==> src/rtl/dw_pkg.sv <==
package dw_pkg;
  typedef enum logic {ST_FETCH, ST_TAP} dw_state_e;
  localparam int unsigned TAPS     = 9;
  localparam int unsigned LAST_PH  = TAPS;  // phase in which the result is formed
endpackage

==> src/rtl/dw_linebuf.sv <==
// Two-row history. Supplies the upper two pixels of the incoming column,
// masked to zero where they fall above the image or beyond its right edge.
module dw_linebuf #(
  parameter int unsigned N_IO  = 2,
  parameter int unsigned DW    = 8,
  parameter int unsigned IMG_W = 8,
  localparam int unsigned PW   = N_IO * DW,
  localparam int unsigned CW   = $clog2(IMG_W + 1)
) (
  input  logic          clk,
  input  logic          we,
  input  logic [CW-1:0] col,
  input  logic          col_ok,
  input  logic          row_ge1,
  input  logic          row_ge2,
  input  logic [PW-1:0] pix_in,
  output logic [PW-1:0] px_up2,
  output logic [PW-1:0] px_up1
);
  logic [PW-1:0] row_a [IMG_W];  // row r-1
  logic [PW-1:0] row_b [IMG_W];  // row r-2
  logic [CW-1:0] idx;

  always_comb begin
    idx    = col_ok ? col : '0;
    px_up1 = (col_ok && row_ge1) ? row_a[idx] : '0;
    px_up2 = (col_ok && row_ge2) ? row_b[idx] : '0;
  end

  // read-before-write on the same column: old row_a moves down one row
  always_ff @(posedge clk) begin
    if (we && col_ok) begin
      row_b[idx] <= row_a[idx];
      row_a[idx] <= pix_in;
    end
  end
endmodule

==> src/rtl/dw_window.sv <==
// 3x3 window of packed lane pixels, flat row-major (k = 3*row + col).
module dw_window #(
  parameter int unsigned N_IO = 2,
  parameter int unsigned DW   = 8,
  localparam int unsigned PW  = N_IO * DW
) (
  input  logic          clk,
  input  logic          rst_n,
  input  logic          shift,
  input  logic          first_col,
  input  logic [PW-1:0] new_top,
  input  logic [PW-1:0] new_mid,
  input  logic [PW-1:0] new_bot,
  input  logic [3:0]    tap_sel,
  output logic [PW-1:0] tap_px
);
  logic [PW-1:0] win   [9];
  logic [PW-1:0] win_n [9];
  logic [PW-1:0] newc  [3];

  always_comb begin
    newc[0] = new_top;
    newc[1] = new_mid;
    newc[2] = new_bot;
    for (int r = 0; r < 3; r++) begin
      win_n[3*r]   = first_col ? '0 : win[3*r+1];
      win_n[3*r+1] = first_col ? '0 : win[3*r+2];
      win_n[3*r+2] = newc[r];
    end
    tap_px = (tap_sel < 4'd9) ? win[tap_sel] : '0;
  end

  always_ff @(posedge clk or negedge rst_n) begin
    if (!rst_n) begin
      for (int k = 0; k < 9; k++) win[k] <= '0;
    end else if (shift) begin
      for (int k = 0; k < 9; k++) win[k] <= win_n[k];
    end
  end
endmodule

==> src/rtl/dw_mac_lane.sv <==
// One lane: signed multiply and accumulate over the tap walk.
module dw_mac_lane #(
  parameter int unsigned DW = 8,
  parameter int unsigned WW = 8,
  parameter int unsigned OW = 20
) (
  input  logic          clk,
  input  logic          rst_n,
  input  logic          en,
  input  logic          first,
  input  logic [DW-1:0] px,
  input  logic [WW-1:0] wt,
  output logic [OW-1:0] sum_o
);
  logic signed [DW+WW-1:0] prod;
  logic signed [OW-1:0]    acc;

  always_comb begin
    prod  = $signed(px) * $signed(wt);
    sum_o = (first ? '0 : acc) + OW'(prod);
  end

  always_ff @(posedge clk or negedge rst_n) begin
    if (!rst_n)  acc <= '0;
    else if (en) acc <= sum_o;
  end
endmodule

==> src/rtl/dwconv3x3_seq.sv <==
module dwconv3x3_seq #(
  parameter int unsigned N_IO  = 2,
  parameter int unsigned DW    = 8,
  parameter int unsigned WW    = 8,
  parameter int unsigned IMG_W = 8,
  parameter int unsigned IMG_H = 6,
  localparam int unsigned OW   = DW + WW + 4,
  localparam int unsigned PW   = N_IO * DW
) (
  input  logic               clk,
  input  logic               rst_n,
  input  logic               in_valid,
  output logic               in_ready,
  input  logic [PW-1:0]      in_data,
  output logic [3:0]         wt_tap_o,
  input  logic [N_IO*WW-1:0] wt_i,
  output logic               out_valid,
  output logic [N_IO*OW-1:0] out_data
);
  import dw_pkg::*;
  localparam int unsigned CW = $clog2(IMG_W + 1);
  localparam int unsigned RW = $clog2(IMG_H + 1);

  dw_state_e    state, state_n;
  logic [3:0]   phase, phase_n;
  logic [CW-1:0] col, col_n;
  logic [RW-1:0] row, row_n;
  logic          real_pos, step, emit_due, col_ok;
  logic [PW-1:0] pix_in, px_up1, px_up2, tap_px;
  logic [N_IO*WW-1:0] wt_buf;
  logic [N_IO*OW-1:0] sum_all;
  logic          mac_en, mac_first, wt_load, fin;
  logic [3:0]    win_tap;

  // ---------------- sequencer: next state ----------------
  always_comb begin
    col_ok   = col < CW'(IMG_W);
    real_pos = col_ok && (row < RW'(IMG_H));
    step     = (state == ST_FETCH) && (!real_pos || in_valid);
    emit_due = (row != '0) && (col != '0);
    in_ready = (state == ST_FETCH) && real_pos;
    pix_in   = real_pos ? in_data : '0;
    fin      = (state == ST_TAP) && (phase == 4'(LAST_PH));
    state_n  = state;
    phase_n  = phase;
    col_n    = col;
    row_n    = row;
    if (step) begin
      if (col == CW'(IMG_W)) begin
        col_n = '0;
        row_n = (row == RW'(IMG_H)) ? '0 : row + 1'b1;
      end else begin
        col_n = col + 1'b1;
      end
      if (emit_due) begin
        state_n = ST_TAP;
        phase_n = '0;
      end
    end else if (state == ST_TAP) begin
      phase_n = phase + 4'd1;
      if (fin) begin
        state_n = ST_FETCH;
        phase_n = '0;
      end
    end
  end

  // ---------------- sequencer: registers ----------------
  always_ff @(posedge clk or negedge rst_n) begin
    if (!rst_n) begin
      state <= ST_FETCH;
      phase <= '0;
      col   <= '0;
      row   <= '0;
    end else begin
      state <= state_n;
      phase <= phase_n;
      col   <= col_n;
      row   <= row_n;
    end
  end

  // ---------------- storage ----------------
  dw_linebuf #(.N_IO(N_IO), .DW(DW), .IMG_W(IMG_W)) u_lb (
    .clk(clk), .we(step), .col(col), .col_ok(col_ok),
    .row_ge1(row >= RW'(1)), .row_ge2(row >= RW'(2)),
    .pix_in(pix_in), .px_up2(px_up2), .px_up1(px_up1)
  );

  always_comb begin
    wt_load   = (state == ST_TAP) && (phase < 4'(TAPS));
    mac_en    = (state == ST_TAP) && (phase != '0);
    mac_first = (phase == 4'd1);
    win_tap   = mac_en ? phase - 4'd1 : 4'd0;
    wt_tap_o  = phase;
  end

  dw_window #(.N_IO(N_IO), .DW(DW)) u_win (
    .clk(clk), .rst_n(rst_n), .shift(step), .first_col(col == '0),
    .new_top(px_up2), .new_mid(px_up1), .new_bot(pix_in),
    .tap_sel(win_tap), .tap_px(tap_px)
  );

  // weight buffer: captured one cycle ahead of its use
  always_ff @(posedge clk or negedge rst_n) begin
    if (!rst_n)       wt_buf <= '0;
    else if (wt_load) wt_buf <= wt_i;
  end

  // ---------------- lanes ----------------
  for (genvar g = 0; g < N_IO; g++) begin : g_lane
    dw_mac_lane #(.DW(DW), .WW(WW), .OW(OW)) u_mac (
      .clk(clk), .rst_n(rst_n), .en(mac_en), .first(mac_first),
      .px(tap_px[g*DW +: DW]), .wt(wt_buf[g*WW +: WW]),
      .sum_o(sum_all[g*OW +: OW])
    );
  end

  always_ff @(posedge clk or negedge rst_n) begin
    if (!rst_n) begin
      out_valid <= 1'b0;
      out_data  <= '0;
    end else begin
      out_valid <= fin;
      if (fin) out_data <= sum_all;
    end
  end

  // ---------------- assertions ----------------
  a_r4_tap_walk: assert property (@(posedge clk) disable iff (!rst_n)
    (state == ST_TAP && phase < 4'd8) |=> (wt_tap_o == $past(wt_tap_o) + 4'd1));
  a_r5_single_pulse: assert property (@(posedge clk) disable iff (!rst_n)
    out_valid |=> !out_valid);
  a_r6_hold_off: assert property (@(posedge clk) disable iff (!rst_n)
    (state == ST_TAP) |-> !in_ready);
  a_r3_emit_after_walk: assert property (@(posedge clk) disable iff (!rst_n)
    $rose(out_valid) |-> ($past(state) == ST_TAP && $past(wt_tap_o) == 4'(LAST_PH)));
  a_r6_no_step_busy: assert property (@(posedge clk) disable iff (!rst_n)
    (state == ST_TAP) |=> $stable(col) && $stable(row));
endmodule

==> config.mk <==
export PLATFORM = sky130hd
export DESIGN_NAME = dwconv3x3_seq
export DESIGN_NICKNAME = d
export VERILOG_FILES = /design/src/rtl/dw_pkg.sv /design/src/rtl/dw_linebuf.sv /design/src/rtl/dw_window.sv /design/src/rtl/dw_mac_lane.sv /design/src/rtl/dwconv3x3_seq.sv
export SDC_FILE = /design/constraint.sdc
export NUM_CORES = 1
export LEC_CHECK = 0
export ABC_CLOCK_PERIOD_IN_PS = 9350
export BUFFER_PORTS_ARGS = -buffer_cell sky130_fd_sc_hd__buf_2
export CAP_MARGIN = 20
export CORE_UTILIZATION = 27
export CTS_CLUSTER_DIAMETER = 80
export DETAILED_ROUTE_END_ITERATION = 6
export GPL_TIMING_DRIVEN = 0
export PLACE_DENSITY_LB_ADDON = 0.08
export SETUP_SLACK_MARGIN = 0.05
export SLEW_MARGIN = 20
export SYNTH_ARGS = -nofsm -noshare
export SYNTH_HDL_FRONTEND = slang
export SYNTH_HIERARCHICAL = 1
export SYNTH_SLANG_ARGS = --single-unit
==> constraint.sdc <==
create_clock -name clk -period 9.35 [get_ports clk]
set_input_delay 1.87 -clock clk [delete_from_list [all_inputs] [get_ports clk]]
set_output_delay 1.87 -clock clk [all_outputs]
set_load 0.05 [all_outputs]
## Word level (Yosys, flattened, before mapping)

Memory sizes are Yosys's and may differ from the RTL's.
Cells that the tools add are included.
Widths: inputs -> output; s select.

| cells by class | value |
|---|---|
| mux-type cells | 29 |
| $mul | 2 |
| $lt $le $gt $ge | 7 |
| reduce and logical (&&, ||, !) cells | 19 |
| eq/ne operators | 5 |
| $add $sub $neg | 6 |
| bitwise gates (word level) | 2 |

Operator list:

| operator | number |
|---|---|
| $mux 16 | 12 |
| $bmux 16 s4 | 1 |
| $add 20x20->20 | 2 |
| $mux 20 | 2 |
| $mul 8x8->16 | 2 |
| $mux 4 | 6 |
| $lt 4x4->1 const B | 3 |
| $logic_and 1x1->1 | 10 |
| $add 4x1->4 const B | 2 |
| $eq 4x4->1 const B | 2 |
| $reduce_bool 4->1 | 2 |
| $mux 1 | 6 |
| $mux 3 | 2 |
| $ge 5x5->1 const B | 1 |
| $not 4->5 | 1 |
| $eq 4x1->1 const B | 1 |
| $logic_not 4->1 | 1 |
| $reduce_and 2->1 | 2 |
| $sub 4x1->4 const B | 1 |
| $add 3x1->3 const B | 1 |
| $eq 3x3->1 const B | 1 |
| $ge 3x1->1 const B | 1 |
| $ge 3x2->1 const B | 1 |
| $lt 3x3->1 const B | 1 |
| other kinds (6) | 6 |

| word-level totals | value |
|---|---|
| memories kept | 2 |
| output and inout port bits | 46 |
| RAM bits | 256 |
| word-level logic and storage cells | 90 |
| flip-flop bits (word level) | 253 |

Memory list:

| memory | words | width | read ports | clocked after memory_dff | write ports | line | source |
|---|---|---|---|---|---|---|---|
| u_lb.row_a | 8 | 16 | 1 | 0 | 1 | dw_linebuf.sv:20 | `logic [PW-1:0] row_a [IMG_W];` |
| u_lb.row_b | 8 | 16 | 1 | 0 | 1 | dw_linebuf.sv:21 | `logic [PW-1:0] row_b [IMG_W];` |

## Depth between registers and ports, before layout

| depth | value |
|---|---|
| depth after elaboration | 10 |
| depth in mapped cells | 40 |

## Modules after synthesis

The synthesis kept the hierarchy.

By module, submodules not included:

| module | instances | area each (um^2) | cells an instance |
|---|---|---|---|
| dw_linebuf | 1 | 10268.6 | 608 |
| dw_window | 1 | 7171.9 | 664 |
| dw_mac_lane (g_lane[0].u_mac) | 1 | 4518.1 | 500 |
| dw_mac_lane (g_lane[1].u_mac) | 1 | 4396.7 | 478 |
| dwconv3x3_seq | 1 | 3134.3 | 229 |

## Worst setup path before layout

No wires, ideal clock.

| timing | value |
|---|---|
| path kind | register to register |
| start point | register phase[0], in the netlist wt_tap_o[0] |
| end point | register out_data[19] |
| clock period less this slack | 8.616 ns |
| required time | 9.225 ns |
| library setup time | 0.125 ns |
| path slack | 0.734 ns |
| path buffers | 1 |
| arrival time | 8.491 ns |
| stages on the path, launching flop included | 34 |
| cell sequence | dfrtp_1 > inv_1 > ha_1 > or2b_1 > a21oi_1 > nor2_2 > clkbuf_1 > a22o_1 > o31ai_2 > nand2_1 > fa_1 > fa_1 > inv_1 > fa_1 > inv_1 > fa_1 > inv_1 > ha_1 > a21oi_1 > o21bai_1 > a21oi_1 > o21bai_1 > a21oi_1 > nor2b_1 > o311ai_0 > ha_1 > and3_1 > and2_1 > a211oi_2 > a21oi_1 > a2111o_1 > nand4_1 > nand2b_1 > mux2_2 |

| on the way | value |
|---|---|
| cells in the longest elaborated chain, start to end | 10 |

Ends and longest elaborated chain:

| item | line | source |
|---|---|---|
| start, declared | dwconv3x3_seq.sv:25 | `logic [3:0] phase, phase_n;` |
| start signal, assigned | dwconv3x3_seq.sv:77 | `phase <= phase_n;` |
| parallel branches: the longest is 2 deep, another holds $sub 4x1->4 | n/a |  |
| $mux 4 (*) | dwconv3x3_seq.sv:94 | `win_tap = mac_en ? phase - 4'd1 : 4'd0;` |
| net win_tap[2] | dwconv3x3_seq.sv:33 | `logic [3:0] win_tap;` |
| $not 4->5 (not written as such) | dw_window.sv:30 | `tap_px = (tap_sel < 4'd9) ? win[tap_sel] : '0;` |
| $bmux 16 s4 | dw_window.sv:30 |  |
| $mux 16 (not written as such) (2 in series) | dw_window.sv:30 |  |
| $mux 16 (*) | dw_window.sv:30 |  |
| net tap_px[1] | dwconv3x3_seq.sv:29 | `logic [PW-1:0] pix_in, px_up1, px_up2, tap_px;` |
| $mul 8x8->16 (*) | dw_mac_lane.sv:19 | `prod = $signed(px) * $signed(wt);` |
| $add 20x20->20 (*) | dw_mac_lane.sv:20 | `sum_o = (first ? '0 : acc) + OW'(prod);` |
| net sum_all[19] | dwconv3x3_seq.sv:31 | `logic [N_IO*OW-1:0] sum_all;` |
| end signal, assigned | dwconv3x3_seq.sv:125 | `if (fin) out_data <= sum_all;` |
| end, declared | dwconv3x3_seq.sv:18 | `output logic [N_IO*OW-1:0] out_data` |

Mark *: on every way through the listed nets, which the timed path passes. The select of a mux whose other input is x is not followed.
A chain may end at the register's enable or synchronous reset.

## Worst setup path in the final report

Same ends and word-level chain as after synthesis.

==> results.cfg <==
[outcome]
outcome = finished, final reports clean

[critical_path]
cpPeakStageDelay_ps = 520
cp_max_fo = 10
ff2ff_path_depth = 36
worstReg2RegStart = wt_tap_o[0]$_DFFE_PN0P_
startpoint = wt_tap_o[0]$_DFFE_PN0P_
critPathRequiredTime_ps = 9860
setup.worst_path.start_class = flip-flop
cp.arrival_ps = 9280
slowest_stage = fa_1
crit_top_cell = inv_1
critPathCaptureType = flip-flop
critPathKind = flip-flop to flip-flop

[timing]
slew_headroom_pct = 34.76
period_share_pct = 93.80
slew_viol_final = 0
fmax_mhz = 114.0
rsz0062_at_grt = no
fin_skew_ps = 26.21
worstMarginPinSlew_ps = 976.1
setup_violations = 0
hold_viol = 0
period_needed_ps = 8770
holdWs_ps = 477.1

[cells_and_area]
nets = 2910
num-fill-cells = 10740
synthToLayoutAreaGrowth_pct = 17.54
diodes = 0
drive_above_1_share_pct = 19.94
seqCellArea_um2 = 14020
multi_input_area_um2 = 13930

[synth]
synth_nets = 2730
synth_area_leaders = edfxtp_1 26%, dfrtp_1 21%, fa_1 7.6%
synthTopCellsByCount = 312 x inv_1, 256 x edfxtp_1, 253 x dfrtp_1
synthMostInstantiatedCell = inv_1
postSynthCellCount = 2479
syn_area_um2 = 29490
yosysWarnings = 6
synth.avg_cell_area_um2 = 11.90
synth_ff_type = edfxtp_1
ys_ff_latch = 509
synth_top_area_share_pct = 26.07
synth_top_cell_by_area = edfxtp_1
synth.distinct_cells = 91
synth_seq_area_share_pct = 47.54
synth_edf_count = 256
async_reset_ff_share_pct = 49.71

[floorplan]
rows = 120
coreArea_um2 = 107700
die_w_um = 332.5
start_util_pct = 27.39
ioPinCount = 81
die_y_um = 332.5
die_area_um2 = 110500

[global_routing]
grt.overflow.total = 0
antenna_found_initial = 5
grt_pass1_vias = 20340
grt_max_degree = 83
grt_pass1_wl_um = 132400
track_usage_pct = 16.01

[worst_hold_path]
whs_path_depth = 2
min_from = g_lane[0].u_mac/acc[17]$_DFFE_PN0P_
hp-class = flip-flop to flip-flop

[cts]
cts_buffer_depth = 3
cts-buffers-inserted = 69
clkTransAtPathRegs_ps = 60
clock-sinks = 509
cts_root_buffer = clkbuf_16
cts_tree = built
clk_latency_ps = 640
htree_levels = 3

[place]
portBuffers = 80
dpl.hpwl_um = 65140
gp_congestion = 0.7939

[drt]
drt_first_pass_iters = 5
drtAntennaViolNets = 0
drt-vias-per-instance = 4.689
num_vias = 19300
wirelength_um = 87880
drc = 0
wl_per_cell_um = 21.35
drtIter0Drc = 1012

[job]
cap_viol_max_count = 0
final cells by class:
| class | instances | area share [%] |
|---|---|---|
| plain buffers | 117 | 1.870 |
| clock buffers | 93 | 5.443 |
| clock inverters | 32 | 1.087 |
| inverters | 314 | 3.400 |
| multi-input cells | 1539 | 40.20 |
| flip-flops and latches | 509 | 40.45 |
| well taps | 1403 | 5.064 |
| repair buffers | 109 | 2.491 |
worst max-delay path, delay by kind of cell (launching register included):
kind            cells  cell delay, ps
mux                 2             760
flops               1             450
simple gates        7             970
compound gates     12            2800
buf+inv             8             780
fa+ha+maj           7            2830
cell families after synthesis:
kind of cell             share of synthesized area (%)
AND/OR/NAND/NOR                                  10.87
flip-flops                                       47.54
AO/OA/AOI/OAI                                    10.30
buffers and inverters                            6.169
multiplexers                                     10.78
adder cells (fa/ha/maj)                          12.02
XOR/XNOR                                         2.325
layout by cell type (no fill, tap or decap), drive strengths merged, types with 9 or more instances in the layout:
master,n
inv,320
edfxtp,256
dfrtp,253
buf,176
mux2,175
o21ai,146
clkbuf,143
nand3b,116
mux2i,114
and2,112
fa,112
ha,104
nor2b,88
nand2,75
nor2,56
xnor2,55
o22ai,48
a21oi,47
a22o,31
a211oi,29
nand3,25
o31ai,21
a21o,18
clkinv,16
a211o,15
nand2b,15
a2111oi,14
xor2,13
o21bai,10
o21a,9
a31oi,9
registers in the layout (all words and copies together), names as in the netlist:
| register | flops |
|---|---|
| out_data | 40 |
| col | 4 |
| u_win/win | 144 |
| wt_tap_o | 4 |
| out_valid | 1 |
| u_lb/row_a | 128 |
| g_lane.u_mac/acc | 40 |
| wt_buf | 16 |
| state | 1 |
| u_lb/row_b | 128 |
| row | 3 |
timing repair:
action,in CTS,in global routing
setup buffers,2,12
endpoints found under the hold margin,0,0
pin swaps,1,14
hold buffers,0,0
endpoints found under the setup margin,15,16
gates resized for setup,16,29
metrics by stage:
| stage | worst slack [ps] | instances | util, % | area [um^2] | setup TNS, ps |
|---|---|---|---|---|---|
| after floorplan | 734.5 | 2479 | - | 29490 | 0 |
| after global placement | -1103 | 3962 | 29.40 | 31650 | -7318 |
| after detailed placement | -934.8 | 3977 | 29.80 | 32080 | -4742 |
| after CTS | 1.561 | 4104 | 32.01 | 34460 | 0 |
| after global routing | 49.99 | 4116 | 32.20 | 34660 | 0 |
| final | 579.6 | 4116 | 32.20 | 34660 | 0 |
per-layer routing:
| layer | share of wire (%) | GRT usage [%] |
|---|---|---|
| met1 | 48 | 22.20 |
| met5 | 0 | 0 |
| met4 | 2.2 | 4.236 |
| met2 | 46 | 25.87 |
| met3 | 3.6 | 2.437 |
path summary, 6_finish.rpt:
| path | end | slack [ps] |
|---|---|---|
| min reg2reg | g_lane[0].u_mac/acc[17]$_DFFE_PN0P_ | 480 |
| min in group asynchronous | g_lane[0].u_mac/acc[18]$_DFFE_PN0P_ | 1050 |
| max | out_data[19]$_DFFE_PN0P_ | 580 |
| max in group asynchronous | u_win/win[137]$_DFFE_PN0P_ | 6770 |
| max reg2reg | out_data[19]$_DFFE_PN0P_ | 580 |
| min | g_lane[0].u_mac/acc[17]$_DFFE_PN0P_ | 480 |
Power is not shown: default switching activity piles up to over one toggle a cycle in this logic, so the estimate is an artifact.
